[config.mk]
export PLATFORM = sky130hd
export DESIGN_NAME = dmarq_route
export DESIGN_NICKNAME = d
export VERILOG_FILES = /design/src/rtl/dmarq_pkg.sv /design/src/rtl/dmarq_sync.sv /design/src/rtl/dmarq_src_mux.sv /design/src/rtl/dmarq_chan.sv /design/src/rtl/dmarq_route.sv
export SDC_FILE = /design/constraint.sdc
export NUM_CORES = 1
export LEC_CHECK = 0
export BUFFER_PORTS_ARGS = -buffer_cell sky130_fd_sc_hd__buf_2
export CAP_MARGIN = 15
export CORE_UTILIZATION = 32
export DETAILED_ROUTE_END_ITERATION = 12
export GPL_TIMING_DRIVEN = 0
export PLACE_DENSITY = 0.6
export SETUP_SLACK_MARGIN = 0.2
export SYNTH_ARGS = -nofsm -noshare
export SYNTH_HDL_FRONTEND = slang
export SYNTH_SLANG_ARGS = --single-unit
[constraint.sdc]
create_clock -name clk -period 1.31 [get_ports clk]
set_input_delay 0.262 -clock clk [delete_from_list [all_inputs] [get_ports clk]]
set_output_delay 0.262 -clock clk [all_outputs]
set_load 0.03 [all_outputs]
[src/rtl/dmarq_pkg.sv]
package dmarq_pkg;
    localparam int NCH      = 2;
    localparam int N_PERIPH = 6;
    localparam int SEL_W    = 3;
    localparam int N_SRC    = 1 << SEL_W;

    // peripheral flag positions on periph_req
    localparam int P_SP0_RX = 0;
    localparam int P_SP0_TX = 1;
    localparam int P_SP1_RX = 2;
    localparam int P_SP1_TX = 3;
    localparam int P_SS_TX  = 4;
    localparam int P_SS_RX  = 5;

    typedef struct packed {
        logic active;   // channel acknowledged and in service
        logic sw_pend;  // sticky software request
        logic fin;      // completion pulse (drives the line pull)
        logic term;     // external-terminate pulse
    } chan_st_t;
endpackage

[src/rtl/dmarq_sync.sv]
module dmarq_sync #(
    parameter int       W      = 1,
    parameter int       STAGES = 2,
    parameter logic     RST_V  = 1'b0
) (
    input  logic         clk,
    input  logic         rst_n,
    input  logic [W-1:0] din,
    output logic [W-1:0] dout
);
    logic [STAGES-1:0][W-1:0] stg_d, stg_q;

    always_comb begin
        stg_d[0] = din;
        for (int i = 1; i < STAGES; i++) stg_d[i] = stg_q[i-1];
    end

    always_ff @(posedge clk or negedge rst_n) begin
        if (!rst_n) stg_q <= {(STAGES*W){RST_V}};
        else        stg_q <= stg_d;
    end

    assign dout = stg_q[STAGES-1];
endmodule

[src/rtl/dmarq_src_mux.sv]
module dmarq_src_mux
    import dmarq_pkg::*;
#(
    parameter int CH = 0
) (
    input  logic [N_PERIPH-1:0] periph,
    input  logic                tmr,
    input  logic                drq,
    input  logic [SEL_W-1:0]    sel,
    output logic                hw_req
);
    logic [N_SRC-1:0] src_vec;

    generate
        if (CH == 0) begin : g_ch0
            assign src_vec = {drq, tmr,
                              periph[P_SS_RX],  periph[P_SS_TX],
                              periph[P_SP1_TX], periph[P_SP1_RX],
                              periph[P_SP0_TX], periph[P_SP0_RX]};
        end else begin : g_ch1
            assign src_vec = {drq, tmr,
                              periph[P_SS_TX],  periph[P_SS_RX],
                              periph[P_SP0_RX], periph[P_SP0_TX],
                              periph[P_SP1_TX], periph[P_SP1_RX]};
        end
    endgenerate

    assign hw_req = src_vec[sel];
endmodule

[src/rtl/dmarq_chan.sv]
module dmarq_chan
    import dmarq_pkg::*;
(
    input  logic clk,
    input  logic rst_n,
    input  logic hw_req,
    input  logic sw_set,
    input  logic grant,
    input  logic done,
    input  logic ext_term,
    output logic req,
    output logic ack_n,
    output logic fin,
    output logic term
);
    chan_st_t st_d, st_q;
    logic     start;

    always_comb begin
        st_d   = st_q;
        req    = (hw_req | st_q.sw_pend) & ~st_q.active;
        start  = req & grant;
        st_d.sw_pend = (st_q.sw_pend & ~start) | sw_set;
        st_d.fin  = 1'b0;
        st_d.term = 1'b0;
        if (start) begin
            st_d.active = 1'b1;
        end else if (st_q.active) begin
            if (done) begin
                st_d.active = 1'b0;
                st_d.fin    = 1'b1;
            end else if (ext_term) begin
                st_d.active = 1'b0;
                st_d.term   = 1'b1;
            end
        end
    end

    always_ff @(posedge clk or negedge rst_n) begin
        if (!rst_n) st_q <= '0;
        else        st_q <= st_d;
    end

    assign ack_n = ~st_q.active;
    assign fin   = st_q.fin;
    assign term  = st_q.term;
endmodule

[src/rtl/dmarq_route.sv]
module dmarq_route
    import dmarq_pkg::*;
#(
    parameter int SYNC_STAGES = 2
) (
    input  logic                clk,
    input  logic                rst_n,
    input  logic [N_PERIPH-1:0] periph_req,
    input  logic [NCH-1:0]      tmr_req,
    input  logic [NCH-1:0]      ext_req,
    input  logic [SEL_W-1:0]    src_sel_ch0,
    input  logic [SEL_W-1:0]    src_sel_ch1,
    input  logic                sw_req_wr,
    input  logic [NCH-1:0]      sw_req_bits,
    input  logic [NCH-1:0]      grant,
    input  logic [NCH-1:0]      xfer_done,
    input  logic                eop_line,
    output logic [NCH-1:0]      req_out,
    output logic [NCH-1:0]      ack_n,
    output logic                eop_pull,
    output logic [NCH-1:0]      term_o
);
    logic [NCH-1:0]       drq_s;
    logic                 eop_s;
    logic [NCH-1:0]       fin;
    logic [NCH-1:0][SEL_W-1:0] sel;
    logic [SYNC_STAGES-1:0] mask_d, mask_q;
    logic                 ext_term;

    assign sel[0] = src_sel_ch0;
    assign sel[1] = src_sel_ch1;

    dmarq_sync #(.W(NCH), .STAGES(SYNC_STAGES), .RST_V(1'b0)) u_drq_sync (
        .clk(clk), .rst_n(rst_n), .din(ext_req), .dout(drq_s)
    );

    dmarq_sync #(.W(1), .STAGES(SYNC_STAGES), .RST_V(1'b1)) u_eop_sync (
        .clk(clk), .rst_n(rst_n), .din(eop_line), .dout(eop_s)
    );

    // own-pull mask travels alongside the line through the synchronizer
    always_comb begin
        mask_d = {mask_q[SYNC_STAGES-2:0], eop_pull};
    end

    always_ff @(posedge clk or negedge rst_n) begin
        if (!rst_n) mask_q <= '0;
        else        mask_q <= mask_d;
    end

    assign ext_term = ~eop_s & ~mask_q[SYNC_STAGES-1];

    generate
        for (genvar c = 0; c < NCH; c++) begin : g_ch
            logic hw;
            dmarq_src_mux #(.CH(c)) u_mux (
                .periph(periph_req), .tmr(tmr_req[c]), .drq(drq_s[c]),
                .sel(sel[c]), .hw_req(hw)
            );
            dmarq_chan u_chan (
                .clk(clk), .rst_n(rst_n), .hw_req(hw),
                .sw_set(sw_req_wr & sw_req_bits[c]),
                .grant(grant[c]), .done(xfer_done[c]), .ext_term(ext_term),
                .req(req_out[c]), .ack_n(ack_n[c]),
                .fin(fin[c]), .term(term_o[c])
            );
        end
    endgenerate

    assign eop_pull = |fin;
endmodule

Word level (Yosys, flattened, before mapping)
Cells that the tools add are included.

Register bits after elaboration: 16. Bits in latches: 0. RAM bits: 0. Memory bits (read-only): 0. Output and inout port bits: 7. Memories: 0.

Add/sub/neg operators: 0. $mul: 0. Div/mod/pow operators: 0. Order comparisons: 2. Equal/unequal tests: 0. Shift operators: 0. Muxes and demuxes: 20. Bitwise operators: 19. Reduce and logical (&&, ||, !) cells: 1.

Operators by type and width (count): $mux 1 (14); $and 1x1->1 (9); $lt 3x4->1 const B (2); $mux 2 (4); $bmux 1 s3 (2); $not 1->1 (6); $or 1x1->1 (4); $reduce_or 2->1 (1).

Depth between registers and ports, before layout
Gate-level depths: netlist of the first run.

Depth after elaboration: 8. Depth in mapped cells: 4. Mapped depth without buffers: 3.

Modules after synthesis
A second synthesis of the first run with hierarchy kept.

Cell total of the unflattened synthesis: 42. Area, all modules: 663.1 sq um.

By module, submodules not included: dmarq_chan (instances 2, cells an instance 12, area each 155.1 sq um); dmarq_src_mux (instances 2, cells an instance 3, area each 63.8 sq um); dmarq_sync at u_drq_sync (instances 1, cells an instance 4, area each 100.1 sq um); dmarq_route (instances 1, cells an instance 6, area each 72.6 sq um); dmarq_sync at u_eop_sync (instances 1, cells an instance 2, area each 52.6 sq um).

Least setup slack after synthesis of the first run
No wires, ideal clock.

Path kind: input -> output. Start: input src_sel_ch0[0]. End: output req_out[0]. Arrival: 1.112 ns. Required time: 1.048 ns. Path slack: -0.064 ns. Cell stages on the path: 4. Path through: mux2_2 -> a221oi_2 -> a21oi_1 -> buf_4.

Longest elaborated chain between the ends: 4.

Ends and longest elaborated chain: start, declared (RTL line dmarq_route.sv:11) `input logic [SEL_W-1:0] src_sel_ch0,`; $bmux 1 s3 (RTL line dmarq_src_mux.sv:28) `assign hw_req = src_vec[sel];`; $mux 1 (not written as such) (RTL line dmarq_src_mux.sv:28); $or 1x1->1 (RTL line dmarq_chan.sv:21) `req = (hw_req | st_q.sw_pend) & ~st_q.active;`; $and 1x1->1 (RTL line dmarq_chan.sv:21); end, declared (RTL line dmarq_route.sv:18) `output logic [NCH-1:0] req_out,`.

Every way passes these cells. The select of a mux whose other input is x is not followed.

Worst setup path in the final report of the first run
Start: register u_drq_sync.stg_q (netlist bit u_drq_sync.dout[0]). End: output req_out[0].

Longest elaborated chain between the ends: 4.

Ends and longest elaborated chain: start, declared (RTL line dmarq_sync.sv:11) `logic [STAGES-1:0][W-1:0] stg_d, stg_q;`; start signal, assigned (RTL line dmarq_sync.sv:19) `if (!rst_n) stg_q <= {(STAGES*W){RST_V}};`; start signal, assigned (RTL line dmarq_sync.sv:20) `else stg_q <= stg_d;`; $bmux 1 s3 (RTL line dmarq_src_mux.sv:28); $mux 1 (not written as such) (RTL line dmarq_src_mux.sv:28); $or 1x1->1 (RTL line dmarq_chan.sv:21); $and 1x1->1 (RTL line dmarq_chan.sv:21).

Every way passes these cells. The select of a mux whose other input is x is not followed.

==> run_results.csv, run 1 <==
group,metric,value,unit
run,cap_viol_max_count,0,
drt,ant_nets,0,
cells_and_area,antenna_cells,0,
clocking,cts_max_level,1,
power,leakage,0.497,nW
synthesis,synth_top_cell_area_share,48.9,%
drt,wl_per_cell,11.8,um
grt,grt_usage,13.5,%
setup_path,cp-start-kind,"flop",
synthesis,synthesis.nets,82,
timing,setup_ws,-465,ps
timing,slew_headroom,76.7,%
setup_path,critPathMaxFanout,2,
timing,fin_skew,8.32,ps
timing,maxSlewViolCount,0,
placement,placed_area,907,um^2
synthesis,synth-adder-area-share,0,%
synthesis,ys_seq_elements,16,
synthesis,synth_area_leaders,"dfrtp_1 (49%), dfstp_2 (7.3%), buf_4 (6.3%), mux2_2 (6.3%), a221oi_2 (4.2%)",
placement,io_buffers,32,
synthesis,synthFlopType,"dfrtp_1",
power,ir_drop,0.000622,V
synthesis,yosysWarningCount,0,
cells_and_area,final_core_util,50.5,%
drt,drc,0,
synthesis,synth_top_family_by_area,"simple AND/OR/NAND/NOR gates",
cells_and_area,fin_area,1030,um^2
setup_path,path_cells,"mux4_2 > nand2_1 > a21oi_2 > buf_4 > buf_6",
clocking,path_clk_slew,80,ps
synthesis,netlist_area,717,um^2
synthesis,synthMuxAreaShare,13.1,%
cells_and_area,drive_gt1_share,60.4,%
worst_hold_path,hp-class,"primary input to flop",
setup_path,required,1050,ps
setup_path,path_class,"flop to primary output",
timing,fin_crit_sh,135,%
grt,grt_pass1_vias,575,
setup_path,worstReg2RegStart,"u_drq_sync.dout[1]",
die,start_util,35.1,%
die,die_width,49.3,um
placement,dp_slack,-388,ps
timing,maxClockFrequency,563,MHz
synthesis,yosysSeqAreaShare,56.2,%
die,io_pins,33,
setup_path,r2r-end,"g_ch[1].u_chan.st_q[3]",
worst_hold_path,hold-path-endpoint,"u_eop_sync.stg_d[1]",
grt,grt_pass1_wl,2460,um
clocking,clock_latency,280,ps
clocking,cts_root_buf,"clkbuf_4",
timing,setup_viol,2,
synthesis,synth_area_per_cell,12.8,um^2
setup_path,slowest_stage,"mux4_2",
synthesis,syn_inst,56,
power,power,1.41,mW
timing,grt_setup_unrepaired,"yes",
timing,timing_worst_slew_pin_value,350,ps
timing,finalSetupTns,-929,ps
synthesis,yosysMostFrequentCell,"dfrtp_1",
drt,first_iter_violations,2,
timing,hold_viol,0,
synthesis,synthTopCellsByCount,"dfrtp_1 (14), buf_4 (6), mux2_2 (4), nand2_1 (4), nor2_1 (3)",
synthesis,synth_compound_area_share,10.1,%
setup_path,setup.worst_path.end_class,"primary output",
clocking,clockBufferDepth,2,
placement,dp_hpwl,1160,um
run_status,outcome,"finished with violations",
cells_and_area,fin_nets,123,
clocking,numCtsBuffers,3,
clocking,numClockSinks,16,
timing,finalCriticalPeriod,1770,ps
die,design.core.area,2040,um^2
placement,gp_congestion,0.755,
setup_path,ff2ff_path_depth,4,
synthesis,synth_edf_count,0,
clocking,cts_tree,"done",
synthesis,synthArstFlopShare,100,%
synthesis,synth_top_area_cell,"dfrtp_1",
die,die_area,2430,um^2
drt,viasPerCell,4.58,
synthesis,yosys.area_share.xor_xnor,0,%
drt,vias,563,
cells_and_area,area_delta_synth_final,43.8,%
die,rows,16,
setup_path,cpPeakStageDelay,470,ps
drt,first_pass_iters,3,
worst_hold_path,hold_start,"eop_line",
grt,grt_max_degree,17,
synthesis,yosysUniqueCellTypes,19,
drt,totalWireLength,1450,um
setup_path,ff2ff_setup_slack,40,ps
grt,grt.overflow.total,0,
setup_path,crit_arrival,1510,ps
synthesis,yosys.area_share.simple,13.3,%
run_status,violations,"negative setup slack",
grt,antenna_found_initial,0,
power,p_per_area,1360,nW/um^2
worst_hold_path,hold_depth,1,
die,die_height,49.3,um
==> cell families (layout without fill, tap and decap cells) <==
| kind of cell | count (synthesis) | after routing |
|---|---|---|
| AND/OR/NAND/NOR | 18 | 18 |
| flip-flops | 16 | 16 |
| AO/OA/AOI/OAI | 8 | 8 |
| buffers and inverters | 8 | 48 |
| multiplexers | 6 | 6 |
==> worst max-delay path by stage <==
stage               depth (start not counted)    endpoint               start
floorplan                                   4  req_out[0]  u_drq_sync.dout[0]
global placement                            6  req_out[0]      src_sel_ch0[0]
detailed placement                          6  req_out[0]      src_sel_ch0[0]
CTS                                         5  req_out[1]  u_drq_sync.dout[1]
global route                                5  req_out[0]  u_drq_sync.dout[0]
finish                                      5  req_out[0]  u_drq_sync.dout[0]
==> per-stage QoR <==
step	hold WS, ps	cells
final	81.5	123
after global routing	55.9	123
after CTS	68.1	122
after detailed placement	193	115
after global placement	191	115
after floorplan	-33.6	56
==> sequential cells by signal (all words and copies together), names as in the netlist <==
name,flops
g_ch.u_chan.term,2
u_drq_sync.stg_d,2
u_eop_sync.stg_d,1
u_eop_sync.dout,1
g_ch.u_chan.st_q,4
mask_q,2
u_drq_sync.dout,2
g_ch.u_chan.fin,2
==> repair_timing <==
action | in CTS | in global routing
pin swaps | 4 | 4
gates resized for setup | 21 | 1
endpoints found under the hold margin | 14 | 0
setup endpoints to repair | 9 | 9
buffers inserted | 2 | 1
hold buffers | 1 | 0
==> final cells by class <==
type / instances / area (um^2)
buffer: 6 / 60.1
tap: 27 / 33.8
sequential: 16 / 403
fill: 193 / 1010
multi-input combinational: 32 / 264
inverter: 2 / 7.51
clock buffer: 4 / 26.3
timing repair buffer: 36 / 236
==> metal layers <==
| layer | vias to the layer above | wire length (um) | track usage [%] |
|---|---|---|---|
| met1 | 267 | 594 | 15.7 |
| met4 | 0 | 0 | 1.47 |
| met5 | - | 0 | 0 |
| li1 | 276 | - | - |
| met3 | 0 | 97 | 5.30 |
| met2 | 20 | 761 | 23.7 |
==> worst max-delay path, delay by kind of cell (launching register included) <==
family	cells	cell delay, ps
compound gates	1	50
buf+inv	2	270
flops	1	360
mux	1	470
simple gates	1	100
==> cells in the final DEF (no fill, tap or decap) <==
master         count
buf_2             25
dfrtp_1           14
buf_6             11
buf_4              5
nand2_1            4
mux2_2             4
nor2_1             3
clkbuf_4           3
inv_2              2
mux4_2             2
nor2b_1            2
a221oi_2           2
nor4_1             2
a22o_1             2
or3_1              2
nand4_1            2
o211ai_1           2
and2_1             2
dfstp_2            2
a21oi_1            1
a21oi_2            1
or2_4              1
clkbuf_1           1
dlygate4sd3_1      1
==> power by group <==
group	total, mW	internal [mW]	switching, mW
Clock	0.254	0.118	0.136
Combinational	0.544	0.290	0.254
Sequential	0.608	0.565	0.0428
Total	1.41	0.973	0.433
Note: power is estimated with default switching activity, not from simulation.
==> inputs of run 2 (changes only) <==
--- a/config.mk
+++ b/config.mk
@@ -7,10 +7,12 @@
 export LEC_CHECK = 0
 export BUFFER_PORTS_ARGS = -buffer_cell sky130_fd_sc_hd__buf_2
 export CAP_MARGIN = 15
-export CORE_UTILIZATION = 32
+export CELL_PAD_IN_SITES_DETAIL_PLACEMENT = 1
+export CELL_PAD_IN_SITES_GLOBAL_PLACEMENT = 2
+export CORE_ASPECT_RATIO = 0.5
+export CORE_UTILIZATION = 24
 export DETAILED_ROUTE_END_ITERATION = 12
-export GPL_TIMING_DRIVEN = 0
-export PLACE_DENSITY = 0.6
+export PLACE_DENSITY = 0.7
 export SETUP_SLACK_MARGIN = 0.2
 export SYNTH_ARGS = -nofsm -noshare
 export SYNTH_HDL_FRONTEND = slang
==> run 2 against run 1 <==
Net effect:
- combinational power decreased by 5.5%
- die area increased by 32%
- cell count increased by 7.3%
- highest routed layer is now met4
- fmax increased by 5.8%
- via count increased by 1.2%
- critical path depth decreased by 1
- flip-flop and latch count unchanged
- the run still ends with negative setup slack left
- largest cell class unchanged
- largest power group unchanged
- global-route usage decreased by 2.5 points
==> run_results.csv, run 2 (synthesis gave the netlist of run 1 again) <==
group,metric,value,unit
setup_path,setup.worst_path.end_class,"primary output",
placement,dp_hpwl,1340,um
clocking,path_clk_slew,60,ps
cells_and_area,largest_reg_flops,4,
drt,drc,0,
power,leakage,0.500,nW
clocking,cts_tree,"done",
timing,holdWs,116,ps
cells_and_area,fin_nets,122,
grt,grt.overflow.total,0,
die,io_pins,33,
die,die_width,79.3,um
cells_and_area,final_common_cell,"buf_2",
grt,grt_usage,10.9,%
clocking,clock_latency,240,ps
cells_and_area,area_delta_synth_final,45.9,%
clocking,cts_max_level,1,
power,power,1.55,mW
grt,grt_pass1_wl,2520,um
power,p_per_area,1480,nW/um^2
timing,maxSlewViolCount,0,
power,combPwrFrac,33.2,%
timing,fin_skew,3.88,ps
drt,first_pass_iters,4,
die,start_util,26.4,%
drt,viasPerCell,4.32,
power,ir_drop,0.000427,V
power,seqPwrFrac,39.5,%
die,die_height,40.6,um
run_status,outcome,"finished with violations",
timing,timing_worst_slew_pin_value,345,ps
timing,slew_headroom,77.0,%
grt,met2_usage,19.0,%
cells_and_area,fin_area,1050,um^2
cells_and_area,largest-register,"g_ch.u_chan.st_q",
timing,finalCriticalPeriod,1680,ps
drt,wl_per_cell,12.5,um
drt,vias,570,
timing,setup_viol,2,
die,die_area,3220,um^2
run_status,violations,"negative setup slack",
power,p_sw,459,uW
placement,placed_area,905,um^2
drt,totalWireLength,1650,um
die,design.core.area,2720,um^2
timing,fin_crit_sh,128,%
grt,grtUsageMet3,2.22,%
timing,grt_setup_unrepaired,"yes",
grt,grt_pass1_vias,583,
timing,hold_viol,0,
drt,ant_nets,0,
grt,use_met1,13.4,%
setup_path,required,1050,ps
placement,dp_slack,-250,ps
cells_and_area,final_cell_mix,"buf_2 (27), dfrtp_1 (14), buf_4 (8)",
drt,first_iter_violations,10,
cells_and_area,antenna_cells,0,
clocking,clockBufferDepth,2,
setup_path,path_class,"flop to primary output",
grt,antenna_found_initial,0,
die,rows,13,
grt,grt_busiest_layer,"met2",
timing,setup_ws,-367,ps
placement,io_buffers,32,
placement,gp_congestion,0.675,
power,switching_share,29.6,%
setup_path,cp-start-kind,"flop",
cells_and_area,drive_gt1_share,64.2,%
timing,maxClockFrequency,596,MHz
power,intPower,1.09,mW
grt,grt_max_degree,17,
clocking,numCtsBuffers,3,
setup_path,crit_arrival,1420,ps
worst_hold_path,hp-class,"primary input to flop",
clocking,numClockSinks,16,
power,clockPowerShare,27.3,%
run,cap_viol_max_count,0,
clocking,cts_root_buf,"clkbuf_8",
setup_path,critPathMaxFanout,2,
## run 2: cell types whose count changed in the layout (fill, tap and decap cells not counted)
| cell | delta |
|---|---|
| buf_6 | -6 |
| clkbuf_8 | +4 |
| buf_4 | +3 |
| clkbuf_4 | -3 |
| buf_2 | +2 |
| nand2_1 | -2 |
| nand2_2 | +2 |
| a21oi_1 | -1 |
| a21oi_2 | +1 |
| clkbuf_1 | -1 |
## run 2: layout make-up
class,instances,area [um^2]
inverter,2,7.51
timing repair buffer,41,262
tap,37,46.3
fill,300,1670
sequential,16,403
multi-input combinational,32,273
clock buffer,4,55.1
## run 2: per-layer routing
metal	vias up	part of all wire, %
li1	277	-
met1	283	46
met2	8	51
met3	2	2.4
met4	0	1.2
met5	-	0
## run 2: power groups by stage
stage / combinational (mW) / sequential (mW) / clock (mW)
final: 0.514 / 0.612 / 0.423
after floorplan: 0.292 / 0.600 / 0
after global routing: 0.546 / 0.619 / 0.470
after detailed placement: 0.383 / 0.612 / 0
after CTS: 0.490 / 0.608 / 0.443
after global placement: 0.376 / 0.609 / 0
## run 2: timing repair
item / in CTS / in global routing
setup endpoints to repair: 7 / 7
gates resized for setup: 11 / 6
endpoints found under the hold margin: 14 / 0
buffers inserted: 4 / 0
hold buffers: 1 / 0
pin swaps: 3 / 5
## run 2: path summary, 6_finish.rpt
path	startpoint	to	slack (ps)	cells past startpoint
hold / removal	eop_line	u_eop_sync.stg_d[1]	120	1
setup reg to reg	u_drq_sync.dout[0]	g_ch[0].u_chan.st_q[3]	90	3
max in group asynchronous	rst_n	u_eop_sync.stg_d[1]	550	2
setup / recovery	u_drq_sync.dout[0]	req_out[0]	-370	4
min in group asynchronous	rst_n	mask_q[1]	460	2
hold reg to reg	u_eop_sync.stg_d[1]	u_eop_sync.dout	350	0
## run 2: worst max-delay path, stage by stage, from the launching register on
cell and delay (ps):
dfrtp_1 370, mux4_2 510, nand2_2 100, a21oi_2 50, buf_6 140
## run 2: through the flow
| stage | std cells | setup TNS, ps | util [%] |
|---|---|---|---|
| final | 132 | -711 | 38.5 |
| after global routing | 132 | -822 | 38.5 |
| after CTS | 132 | -777 | 37.8 |
| after detailed placement | 123 | -605 | 33.3 |
| after global placement | 123 | -517 | 33.3 |
| after floorplan | 56 | -78.4 | - |
